<file path="config.mk">
export PLATFORM = sky130hd
export DESIGN_NAME = flash_cmd_seq
export DESIGN_NICKNAME = d
export VERILOG_FILES = /design/src/rtl/flash_seq_pkg.sv /design/src/rtl/flash_seq_ctrl.sv /design/src/rtl/flash_seq_dpath.sv /design/src/rtl/flash_cmd_seq.sv
export SDC_FILE = /design/constraint.sdc
export NUM_CORES = 1
export LEC_CHECK = 0
export BUFFER_PORTS_ARGS = -buffer_cell sky130_fd_sc_hd__buf_2
export CORE_UTILIZATION = 55
export CTS_CLUSTER_DIAMETER = 150
export CTS_CLUSTER_SIZE = 16
export DETAILED_ROUTE_END_ITERATION = 10
export PLACE_DENSITY = 0.79
export SKIP_CTS_REPAIR_TIMING = 1
export SYNTH_ARGS = -nofsm -noshare
export SYNTH_HDL_FRONTEND = slang
export SYNTH_SLANG_ARGS = --single-unit
</file>
<file path="constraint.sdc">
create_clock -name clk -period 10.3 [get_ports clk]
set_clock_uncertainty 0.15 [all_clocks]
set_input_delay 0.515 -clock clk [delete_from_list [all_inputs] [get_ports clk]]
set_output_delay 0.515 -clock clk [all_outputs]
set_load 0.03 [all_outputs]
</file>
<file path="src/rtl/flash_seq_pkg.sv">
package flash_seq_pkg;
  localparam int REG_W          = 32;
  localparam int REG_SEL_W      = 3;
  localparam int BYTE_BITS      = 8;
  localparam int MAX_DATA_BYTES = 8;
  localparam int DATA_HOLD_W    = BYTE_BITS * MAX_DATA_BYTES;
  localparam int CNT_W          = $clog2(MAX_DATA_BYTES);
  localparam int BIT_CNT_W      = $clog2(BYTE_BITS);
  localparam int ADDR_CNT_W     = 2;
  localparam int DUMMY_W        = 5;

  localparam logic [REG_SEL_W-1:0] SEL_CTRL = 3'd0;
  localparam logic [REG_SEL_W-1:0] SEL_ADDR = 3'd1;
  localparam logic [REG_SEL_W-1:0] SEL_WLO  = 3'd2;
  localparam logic [REG_SEL_W-1:0] SEL_WHI  = 3'd3;
  localparam logic [REG_SEL_W-1:0] SEL_RLO  = 3'd4;
  localparam logic [REG_SEL_W-1:0] SEL_RHI  = 3'd5;
  localparam logic [REG_SEL_W-1:0] SEL_STAT = 3'd6;

  localparam int POS_OPC     = 24;
  localparam int POS_RDEN    = 23;
  localparam int POS_RDCNT   = 20;
  localparam int POS_ADDREN  = 19;
  localparam int POS_ADDRCNT = 16;
  localparam int POS_WREN    = 15;
  localparam int POS_WRCNT   = 12;
  localparam int POS_DUMMY   = 7;
  localparam int POS_EXEC    = 0;

  typedef enum logic [2:0] {
    PH_IDLE  = 3'd0,
    PH_OPC   = 3'd1,
    PH_ADDR  = 3'd2,
    PH_DUMMY = 3'd3,
    PH_WDATA = 3'd4,
    PH_RDATA = 3'd5
  } phase_t;

  typedef enum logic [1:0] {
    SRC_OPC, SRC_ADDR, SRC_WDATA, SRC_ZERO
  } tx_src_t;

  typedef struct packed {
    logic                  rdEn;
    logic [CNT_W-1:0]      rdCnt;
    logic                  addrEn;
    logic [ADDR_CNT_W-1:0] addrCnt;
    logic                  wrEn;
    logic [CNT_W-1:0]      wrCnt;
    logic [DUMMY_W-1:0]    dummy;
  } cmd_fields_t;

  typedef struct packed {
    logic             loadTx;
    tx_src_t          txSrc;
    logic [CNT_W-1:0] byteIdx;
    logic             shiftTx;
    logic             sampleRx;
    logic             storeRx;
    logic             clearRx;
  } seq_strobe_t;
endpackage

</file>
<file path="src/rtl/flash_seq_ctrl.sv">
module flash_seq_ctrl
  import flash_seq_pkg::*;
(
  input  logic        clk,
  input  logic        rstN,
  input  logic        start,
  input  logic        shiftEn,
  input  cmd_fields_t cmd,
  output seq_strobe_t strb,
  output logic        active,
  output logic        sclk,
  output logic        csN
);
  phase_t                 phase, nextPh;
  logic [BIT_CNT_W-1:0]   bitCnt;
  logic [CNT_W-1:0]       byteCnt;
  logic [DUMMY_W-1:0]     dumCnt;
  logic                   sclkHi;
  logic                   idle, riseEdge, fallEdge, slotEnd, lastInPhase;
  logic [CNT_W-1:0]       addrTop;

  assign idle     = (phase == PH_IDLE);
  assign riseEdge = !idle && shiftEn && !sclkHi;
  assign fallEdge = !idle && shiftEn && sclkHi;
  assign slotEnd  = fallEdge && ((phase == PH_DUMMY) || (bitCnt == '0));
  assign addrTop  = CNT_W'(cmd.addrCnt);

  function automatic tx_src_t srcOf(phase_t p);
    case (p)
      PH_OPC:   return SRC_OPC;
      PH_ADDR:  return SRC_ADDR;
      PH_WDATA: return SRC_WDATA;
      default:  return SRC_ZERO;
    endcase
  endfunction

  // First enabled phase after the current one, in fixed order
  always_comb begin
    nextPh = PH_IDLE;
    if (phase < PH_RDATA && cmd.rdEn)          nextPh = PH_RDATA;
    if (phase < PH_WDATA && cmd.wrEn)          nextPh = PH_WDATA;
    if (phase < PH_DUMMY && cmd.dummy != '0)   nextPh = PH_DUMMY;
    if (phase < PH_ADDR  && cmd.addrEn)        nextPh = PH_ADDR;
  end

  always_comb begin
    case (phase)
      PH_ADDR:  lastInPhase = (byteCnt == addrTop);
      PH_DUMMY: lastInPhase = (dumCnt == '0);
      PH_WDATA: lastInPhase = (byteCnt == cmd.wrCnt);
      PH_RDATA: lastInPhase = (byteCnt == cmd.rdCnt);
      default:  lastInPhase = 1'b1;
    endcase
  end

  always_comb begin
    strb          = '0;
    strb.txSrc    = SRC_ZERO;
    strb.byteIdx  = byteCnt;
    strb.sampleRx = riseEdge;
    strb.shiftTx  = fallEdge && !slotEnd;
    strb.storeRx  = slotEnd && (phase == PH_RDATA);
    if (idle && start) begin
      strb.loadTx  = 1'b1;
      strb.txSrc   = SRC_OPC;
      strb.clearRx = 1'b1;
    end else if (slotEnd && !lastInPhase && phase != PH_DUMMY) begin
      strb.loadTx = 1'b1;
      strb.txSrc  = srcOf(phase);
      if (phase == PH_ADDR)
        strb.byteIdx = addrTop - byteCnt - CNT_W'(1);
      else if (phase == PH_WDATA)
        strb.byteIdx = byteCnt + CNT_W'(1);
    end else if (slotEnd && lastInPhase && nextPh != PH_IDLE) begin
      strb.loadTx  = 1'b1;
      strb.txSrc   = srcOf(nextPh);
      strb.byteIdx = (nextPh == PH_ADDR) ? addrTop : '0;
    end
  end

  always_ff @(posedge clk or negedge rstN) begin
    if (!rstN) begin
      phase   <= PH_IDLE;
      bitCnt  <= '0;
      byteCnt <= '0;
      dumCnt  <= '0;
      sclkHi  <= 1'b0;
    end else if (idle) begin
      if (start) begin
        phase   <= PH_OPC;
        bitCnt  <= BIT_CNT_W'(BYTE_BITS - 1);
        byteCnt <= '0;
        sclkHi  <= 1'b0;
      end
    end else if (riseEdge) begin
      sclkHi <= 1'b1;
    end else if (fallEdge) begin
      sclkHi <= 1'b0;
      if (!slotEnd) begin
        bitCnt <= bitCnt - BIT_CNT_W'(1);
      end else begin
        bitCnt <= BIT_CNT_W'(BYTE_BITS - 1);
        if (!lastInPhase) begin
          if (phase == PH_DUMMY) dumCnt  <= dumCnt - DUMMY_W'(1);
          else                   byteCnt <= byteCnt + CNT_W'(1);
        end else begin
          phase   <= nextPh;
          byteCnt <= '0;
          dumCnt  <= cmd.dummy - DUMMY_W'(1);
        end
      end
    end
  end

  assign active = !idle;
  assign sclk   = sclkHi;
  assign csN    = idle;
endmodule

</file>
<file path="src/rtl/flash_seq_dpath.sv">
module flash_seq_dpath
  import flash_seq_pkg::*;
(
  input  logic                 clk,
  input  logic                 rstN,
  input  logic                 regWrEn,
  input  logic [REG_SEL_W-1:0] regAddr,
  input  logic [REG_W-1:0]     regWrData,
  output logic [REG_W-1:0]     regRdData,
  input  seq_strobe_t          strb,
  input  logic                 seqActive,
  input  logic                 spiMiso,
  output cmd_fields_t          cmd,
  output logic                 startReq,
  output logic                 busyAll,
  output logic                 mosi
);
  logic [REG_W-1:2]         ctrlHi;
  logic [REG_W-1:0]         cmdAddr, wrLo, wrHi;
  logic [DATA_HOLD_W-1:0]   rdHold;
  logic [DATA_HOLD_W-1:0]   wrHold;
  logic [BYTE_BITS-1:0]     txShift, rxShift, txNext;
  logic                     startPend;
  logic                     ctrlWrite;

  assign busyAll   = seqActive | startPend;
  assign startReq  = startPend;
  assign ctrlWrite = regWrEn && (regAddr == SEL_CTRL) && !busyAll;
  assign wrHold    = {wrHi, wrLo};

  assign cmd.rdEn    = ctrlHi[POS_RDEN];
  assign cmd.rdCnt   = ctrlHi[POS_RDCNT +: CNT_W];
  assign cmd.addrEn  = ctrlHi[POS_ADDREN];
  assign cmd.addrCnt = ctrlHi[POS_ADDRCNT +: ADDR_CNT_W];
  assign cmd.wrEn    = ctrlHi[POS_WREN];
  assign cmd.wrCnt   = ctrlHi[POS_WRCNT +: CNT_W];
  assign cmd.dummy   = ctrlHi[POS_DUMMY +: DUMMY_W];

  always_ff @(posedge clk or negedge rstN) begin
    if (!rstN) begin
      ctrlHi    <= '0;
      cmdAddr   <= '0;
      wrLo      <= '0;
      wrHi      <= '0;
      startPend <= 1'b0;
    end else begin
      startPend <= ctrlWrite && regWrData[POS_EXEC];
      if (ctrlWrite) ctrlHi <= regWrData[REG_W-1:2];
      if (regWrEn && regAddr == SEL_ADDR) cmdAddr <= regWrData;
      if (regWrEn && regAddr == SEL_WLO)  wrLo    <= regWrData;
      if (regWrEn && regAddr == SEL_WHI)  wrHi    <= regWrData;
    end
  end

  always_comb begin
    case (strb.txSrc)
      SRC_OPC:   txNext = ctrlHi[POS_OPC +: BYTE_BITS];
      SRC_ADDR:  txNext = cmdAddr[{strb.byteIdx[ADDR_CNT_W-1:0], 3'b000} +: BYTE_BITS];
      SRC_WDATA: txNext = wrHold[{strb.byteIdx, 3'b000} +: BYTE_BITS];
      default:   txNext = '0;
    endcase
  end

  always_ff @(posedge clk or negedge rstN) begin
    if (!rstN) begin
      txShift <= '0;
      rxShift <= '0;
      rdHold  <= '0;
    end else begin
      if (strb.loadTx)       txShift <= txNext;
      else if (strb.shiftTx) txShift <= {txShift[BYTE_BITS-2:0], 1'b0};
      if (strb.sampleRx)     rxShift <= {rxShift[BYTE_BITS-2:0], spiMiso};
      if (strb.clearRx)      rdHold  <= '0;
      else if (strb.storeRx) rdHold[{strb.byteIdx, 3'b000} +: BYTE_BITS] <= rxShift;
    end
  end

  assign mosi = txShift[BYTE_BITS-1];

  always_comb begin
    case (regAddr)
      SEL_CTRL: regRdData = {ctrlHi, busyAll, 1'b0};
      SEL_ADDR: regRdData = cmdAddr;
      SEL_WLO:  regRdData = wrLo;
      SEL_WHI:  regRdData = wrHi;
      SEL_RLO:  regRdData = rdHold[REG_W-1:0];
      SEL_RHI:  regRdData = rdHold[DATA_HOLD_W-1:REG_W];
      SEL_STAT: regRdData = {{(REG_W-1){1'b0}}, !busyAll};
      default:  regRdData = '0;
    endcase
  end
endmodule

</file>
<file path="src/rtl/flash_cmd_seq.sv">
module flash_cmd_seq
  import flash_seq_pkg::*;
(
  input  logic                 clk,
  input  logic                 rstN,
  input  logic                 regWrEn,
  input  logic [REG_SEL_W-1:0] regAddr,
  input  logic [REG_W-1:0]     regWrData,
  output logic [REG_W-1:0]     regRdData,
  input  logic                 shiftEn,
  output logic                 spiClk,
  output logic                 spiCsN,
  output logic                 spiMosi,
  input  logic                 spiMiso,
  output logic                 busy
);
  cmd_fields_t cmdFields;
  seq_strobe_t seqStrb;
  logic        startReq;
  logic        seqActive;

  flash_seq_dpath u_dpath (
    .clk       (clk),
    .rstN      (rstN),
    .regWrEn   (regWrEn),
    .regAddr   (regAddr),
    .regWrData (regWrData),
    .regRdData (regRdData),
    .strb      (seqStrb),
    .seqActive (seqActive),
    .spiMiso   (spiMiso),
    .cmd       (cmdFields),
    .startReq  (startReq),
    .busyAll   (busy),
    .mosi      (spiMosi)
  );

  flash_seq_ctrl u_ctrl (
    .clk     (clk),
    .rstN    (rstN),
    .start   (startReq),
    .shiftEn (shiftEn),
    .cmd     (cmdFields),
    .strb    (seqStrb),
    .active  (seqActive),
    .sclk    (spiClk),
    .csN     (spiCsN)
  );
endmodule

</file>
# Word-level counts from Yosys, hierarchy flattened
# Cells that the tools add are included.
[word_totals]
reg_bits = 222
in_bits = 40
word_cells = 146
[op_classes]
n_addsub = 7
n_lt_le_gt_ge = 4
eq_ne = 23
shifts = 4
n_mux = 46
bitwise_logic = 3
reduce_logical = 46
[ops]
columns = ["operator", "n"]
rows = [
  ["one-hot mux 32 bit (7 select lines)", 1],
  ["2-to-1 mux 64 bit", 2],
  ["2-to-1 mux 3 bit", 26],
  ["bitwise mux 64 bit", 1],
  ["variable shift 8 x 8 -> 64 bit (first input constant)", 1],
  ["variable part select 64 x 7 -> 8 bit", 1],
  ["variable part select 8 x 8 -> 64 bit", 1],
  ["variable part select 32 x 6 -> 8 bit", 1],
  ["one-hot mux 8 bit (3 select lines)", 1],
  ["logical AND 1 bit", 21],
  ["== test 3 bit (second input constant)", 6],
  ["2-to-1 mux 8 bit", 2],
  ["== test 3 x 2 -> 1 bit (second input constant)", 5],
  ["AND reduction 5 bit", 3],
  ["2-to-1 mux 6 bit", 2],
  ["one-hot mux 2 bit (3 select lines)", 2],
  ["nonzero test 2 bit", 6],
  ["2-to-1 mux 5 bit", 2],
  ["subtractor 5 x 1 -> 5 bit (second input constant)", 2],
  ["== test 3 x 1 -> 1 bit (second input constant)", 3],
  ["zero test 3 bit", 3],
  ["negation 6 -> 8 bit", 1],
  ["== test 3 bit", 2],
  ["< comparator 3 x 2 -> 1 bit (second input constant)", 2],
  ["other kinds (24)", 36],
]

# Logic depth before layout (Yosys ltp)
[logic_depth]
ltp_word = 16
ltp_mapped = 20

# By module
# Synthesis repeated with hierarchy kept, for this count alone.
[hier_totals]
hier_cells = 1006
area_unflattened_um2 = 11484.8
[modules_own_cells]
columns = ["module", "instances", "cells_per_inst", "area_each_um2"]
rows = [
  ["flash_seq_dpath", 1, 816, 9972.1],
  ["flash_seq_ctrl", 1, 190, 1512.7],
]

# Least setup slack after synthesis
# Ideal clock, no wire load.
[synth_timing]
path_kind = "register -> register"
start = "register u_ctrl.byteCnt[0]"
end = "register u_dpath.rdHold[0]"
arrival_time_ps = 4392
setup_slack_ps = 5626
stages_incl_launch_ff = 18
path_cell_list = "dfrtp_1 > clkbuf_1 > inv_1 > ha_1 > a221o_1 > a22oi_1 > nor2_1 > a211oi_4 > buf_6 > buf_4 > ha_1 > ha_1 > clkbuf_1 > nor3_1 > nand4_4 > nor3_4 > mux2i_1 > nor2_1"
[synth_between]
elab_chain_cells = 12
[synth_lines]
columns = ["element", "line_no", "source"]
rows = [
  ["start: declaration", "flash_seq_ctrl.sv:16", "logic [CNT_W-1:0] byteCnt;"],
  ["start signal: assignment", "flash_seq_ctrl.sv:105", "else byteCnt <= byteCnt + CNT_W'(1);"],
  ["parallel branches: the longest is 6 deep, another holds subtractor 2 x 3 -> 3 bit", "n/a", ""],
  ["2-to-1 mux 3 bit (*)", "flash_seq_ctrl.sv:63", "if (idle && start) begin"],
  ["negation 6 -> 8 bit (*)", "flash_seq_dpath.sv:74", "else if (strb.storeRx) rdHold[{strb.byteIdx, 3'b000} +: BYTE_BITS] <= rxShift;"],
  ["variable part select 8 x 8 -> 64 bit / variable shift 8 x 8 -> 64 bit (equally long branches)", "flash_seq_dpath.sv:74", ""],
  ["bitwise mux 64 bit (*)", "flash_seq_dpath.sv:74", ""],
  ["2-to-1 mux 64 bit (*)", "flash_seq_dpath.sv:74", ""],
  ["2-to-1 mux 64 bit (*)", "flash_seq_dpath.sv:73", "if (strb.clearRx) rdHold <= '0;"],
  ["end signal: indexed assignment", "flash_seq_dpath.sv:74", ""],
  ["end: declaration", "flash_seq_dpath.sv:20", "logic [DATA_HOLD_W-1:0] rdHold;"],
]
# Every way passes the cells marked *. The select of a mux whose other input is x is not followed.
# A chain may end at the register's enable or synchronous reset.

# Worst setup path in the final report
[layout_timing]
start = "register u_ctrl.phase[0]"
end = "register u_dpath.rdHold[10]"
[layout_between]
elab_chain_cells = 16
[layout_lines]
columns = ["element", "line_no", "source"]
rows = [
  ["start: declaration", "flash_seq_ctrl.sv:14", "phase_t phase, nextPh;"],
  ["start signal: assignment", "flash_seq_ctrl.sv:107", "phase <= nextPh;"],
  ["< comparator 3 bit", "flash_seq_ctrl.sv:40", "if (phase < PH_RDATA && cmd.rdEn) nextPh = PH_RDATA;"],
  ["logical AND 1 bit", "flash_seq_ctrl.sv:40", ""],
  ["2-to-1 mux 3 bit", "flash_seq_ctrl.sv:40", ""],
  ["2-to-1 mux 3 bit", "flash_seq_ctrl.sv:41", "if (phase < PH_WDATA && cmd.wrEn) nextPh = PH_WDATA;"],
  ["2-to-1 mux 3 bit", "flash_seq_ctrl.sv:42", "if (phase < PH_DUMMY && cmd.dummy != '0) nextPh = PH_DUMMY;"],
  ["2-to-1 mux 3 bit", "flash_seq_ctrl.sv:43", "if (phase < PH_ADDR && cmd.addrEn) nextPh = PH_ADDR;"],
  ["== test 3 x 2 -> 1 bit / nonzero test 3 bit (equally long branches)", "flash_seq_ctrl.sv:77, flash_seq_ctrl.sv:74", ""],
  ["2-to-1 mux 2 bit / logical AND 1 bit (equally long branches)", "flash_seq_ctrl.sv:77, flash_seq_ctrl.sv:74", ""],
  ["2-to-1 mux 6 bit", "flash_seq_ctrl.sv:74", "end else if (slotEnd && lastInPhase && nextPh != PH_IDLE) begin"],
  ["2-to-1 mux 6 bit", "flash_seq_ctrl.sv:67", "end else if (slotEnd && !lastInPhase && phase != PH_DUMMY) begin"],
  ["2-to-1 mux 3 bit", "flash_seq_ctrl.sv:63", ""],
  ["negation 6 -> 8 bit", "flash_seq_dpath.sv:74", ""],
  ["variable part select 8 x 8 -> 64 bit / variable shift 8 x 8 -> 64 bit (equally long branches)", "flash_seq_dpath.sv:74", ""],
  ["bitwise mux 64 bit", "flash_seq_dpath.sv:74", ""],
  ["2-to-1 mux 64 bit", "flash_seq_dpath.sv:74", ""],
  ["2-to-1 mux 64 bit", "flash_seq_dpath.sv:73", ""],
]
# Several ways; a longest one is shown, not always the timed one. The select of a mux whose other input is x is not followed.

==> flow_metrics.env <==
export IMPL_place_area_um2=12100
export IMPL_postSynthAreaPerCell_um2=11.3
export IMPL_clk_pin_slew_ns=0.07
export IMPL_reg2reg_depth=15
export IMPL_multi_input_area_um2=5600
export IMPL_dieArea_um2=21600
export IMPL_seqPwrFrac_pct=48.6
export IMPL_critPathMaxFanout=19
export IMPL_synth_async_sr_flop_share_pct=100
export IMPL_rows=52
export IMPL_ys_flop_type="dfrtp_1"
export IMPL_power_frac_comb_pct=30.1
export IMPL_diodes=0
export IMPL_arrival_ns=6.43
export IMPL_overflow=0
export IMPL_drc=0
export IMPL_syn_inst=1020
export IMPL_coreArea_um2=20400
export IMPL_cts_buffer_depth=3
export IMPL_p_int_mw=1.77
export IMPL_rsz0062_at_grt="false"
export IMPL_fmax_mhz=160
export IMPL_ant_nets=0
export IMPL_setup_viol=0
export IMPL_worstHoldPathCells=2
export IMPL_final_cell_area_um2=12500
export IMPL_routabilityCongestion=1.01
export IMPL_cts_tree="yes"
export IMPL_cts_sinks=222
export IMPL_worstSetupEndpointType="flop"
export IMPL_area_growth_pct=8.58
export IMPL_p_switching_mw=1.06
export IMPL_slew_viol_final=0
export IMPL_period_share_pct=60.8
export IMPL_wl_per_cell_um=25.6
export IMPL_worstHoldPathType="in2reg"
export IMPL_wirelength_mm=33.9
export IMPL_drt_iter0_drc=1021
export IMPL_insertion_delay_ns=0.49
export IMPL_start_util_pct=56.6
export IMPL_nNetsFinal=1103
export IMPL_power_density_nw_per_um2=225
export IMPL_p_total_mw=2.83
export IMPL_hold_viol=0
export IMPL_critPathRequiredTime_ns=10.46
export IMPL_ir_drop_mv=0.115
export IMPL_register_area_um2=5560
export IMPL_grt_pass1_vias=9280
export IMPL_drive_above_1_share_pct=28.2
export IMPL_cts_buffers=17
export IMPL_portBuffers=75
export IMPL_layout_commonest_cell="dfrtp_1"
export IMPL_tns_ns=0
export IMPL_yosys_warnings=0
export IMPL_htreeDepth=1
export IMPL_syn_num_nets=1068
export IMPL_fillers=1650
export IMPL_yosysUniqueCellTypes=80
export IMPL_tightest_slew_ns=1.27
export IMPL_p_leak_nw=5.70
export IMPL_fp_dieW_um=147
export IMPL_most_common_layout_cells="dfrtp_1 (222), mux2_2 (144), a22oi_1 (94)"
export IMPL_first_pass_iters=5
export IMPL_fin_crit_ns=6.27
export IMPL_status="completed"
export IMPL_grt_pass1_wl_mm=53.6
export IMPL_grt_usage_pct=32.1
export IMPL_grt_max_degree=90
export IMPL_ys_seq_area_share_pct=48.1
export IMPL_synth_edf_count=0
export IMPL_fp_dieH_um=147
export IMPL_pin_count=76
export IMPL_syn_area_um2=11600
export IMPL_drv_cap=0
export IMPL_synth_seq_cells=222
export IMPL_slew_headroom_pct=15.0
export IMPL_num_vias=9122
export IMPL_dp_hpwl_mm=22.4
export IMPL_start_kind="flop"
export IMPL_antenna_found_initial=0
export IMPL_clockPowerShare_pct=21.3
export IMPL_cts_root_buf="clkbuf_16"
export IMPL_avgViaCountPerCell=6.88
export IMPL_p_sw_share_pct=37.4
export IMPL_critical_path_class="reg2reg"
-- power groups by stage --
stage	combinational (mW)	sequential, mW	clock [mW]
after floorplan	0.694	1.21	0
after global placement	0.820	1.36	0
after detailed placement	0.841	1.37	0
final	0.851	1.37	0.602
after CTS	0.846	1.36	0.610
after global routing	0.923	1.39	0.637
-- layer usage --
metal | wire (µm) | up-vias | part of all wire [%] | track usage (%)
li1 | - | 3888 | - | -
met1 | 14000 | 4600 | 41 | 44.7
met2 | 15800 | 541 | 47 | 51.3
met3 | 2830 | 93 | 8.3 | 3.94
met4 | 1300 | 0 | 3.8 | 13.0
met5 | 0 | - | 0 | 0
-- synthesized netlist by cell type (13+ instances only) --
| cell type | instances | share of area (%) |
|---|---|---|
| dfrtp_1 | 222 | 48 |
| mux2_2 | 144 | 14 |
| a22oi_1 | 94 | 6.1 |
| mux2i_1 | 65 | 5.6 |
| nor2_1 | 63 | 2.0 |
| nand2_1 | 53 | 1.7 |
| clkbuf_1 | 47 | 1.5 |
| nand3_1 | 36 | 1.6 |
| o21ai_0 | 35 | 1.5 |
| a21oi_1 | 27 | 1.2 |
| nand4_1 | 25 | 1.4 |
| inv_1 | 22 | 0.71 |
| buf_1 | 13 | 0.42 |
-- final timing paths --
check / from / end / slack, ns
setup / recovery: u_ctrl.phase[0] / u_dpath.rdHold[10] / 4.03
hold / removal: spiMiso / u_dpath.rxShift[0] / 0.12
setup reg to reg: u_ctrl.phase[0] / u_dpath.rdHold[10] / 4.03
hold reg to reg: u_ctrl.bitCnt[0] / u_ctrl.bitCnt[0] / 0.32
max in group asynchronous: rstN / u_dpath.rdHold[38] / 8.13
min in group asynchronous: rstN / u_ctrl.bitCnt[0] / 0.46
-- worst max-delay path, stage by stage, from the launching register on --
cell and delay [ns]:
dfrtp_1 0.82, mux2i_1 0.48, xnor2_1 0.12, o41ai_1 0.49
o211ai_1 0.13, nand3_1 0.46, a221o_1 0.26, buf_4 0.34
inv_1 0.22, ha_1 0.28, ha_1 0.67, inv_1 0.09
nor3_1 0.66, a21oi_1 0.57, nand2_1 0.23, o21ai_0 0.11
-- cell type report --
type	count	share of cell area (%)
clock buffers	18	3.50
clock inverters	1	0.0698
multi-input cells	699	44.7
inverters	24	0.738
repair buffers	91	4.05
well taps	270	2.69
flip-flops and latches	222	44.3
-- flip-flops by register name, indices dropped and copies added (netlist names), 3 cells and up --
name and cells:
u_dpath.rdHold 64, u_ctrl.byteCnt 3, u_dpath.wrHi 32, u_dpath.ctrlHi 30, u_dpath.txShift 8, u_dpath.cmdAddr 32, u_dpath.rxShift 8, u_dpath.wrLo 32
u_ctrl.bitCnt 3, u_ctrl.phase 3, u_ctrl.dumCnt 5
-- logic make-up (layout without fill, tap and decap cells) --
family	Yosys count	after routing	synth area share [%]
buf+inv	99	134	3.63
flops	222	222	48.1
fa+ha+maj	8	8	0.931
compound gates	233	233	15.1
mux	219	219	21.7
xor+xnor	6	6	0.455
simple gates	233	233	10.1
-- metrics by stage --
step | setup WS, ns | hold slack, ns | cells | util (%)
2_1_floorplan | 5.63 | 0.0694 | 1020 | -
5_1_grt | 3.72 | 0.137 | 1325 | 61.4
3_5_place_dp | 4.25 | 0.311 | 1305 | 59.2
4_1_cts | 4.26 | -0.102 | 1324 | 61.4
3_3_place_gp | 4.48 | 0.304 | 1305 | 59.2
6_report | 4.03 | 0.122 | 1325 | 61.4
No activity file was read; power rests on OpenSTA's default activity.
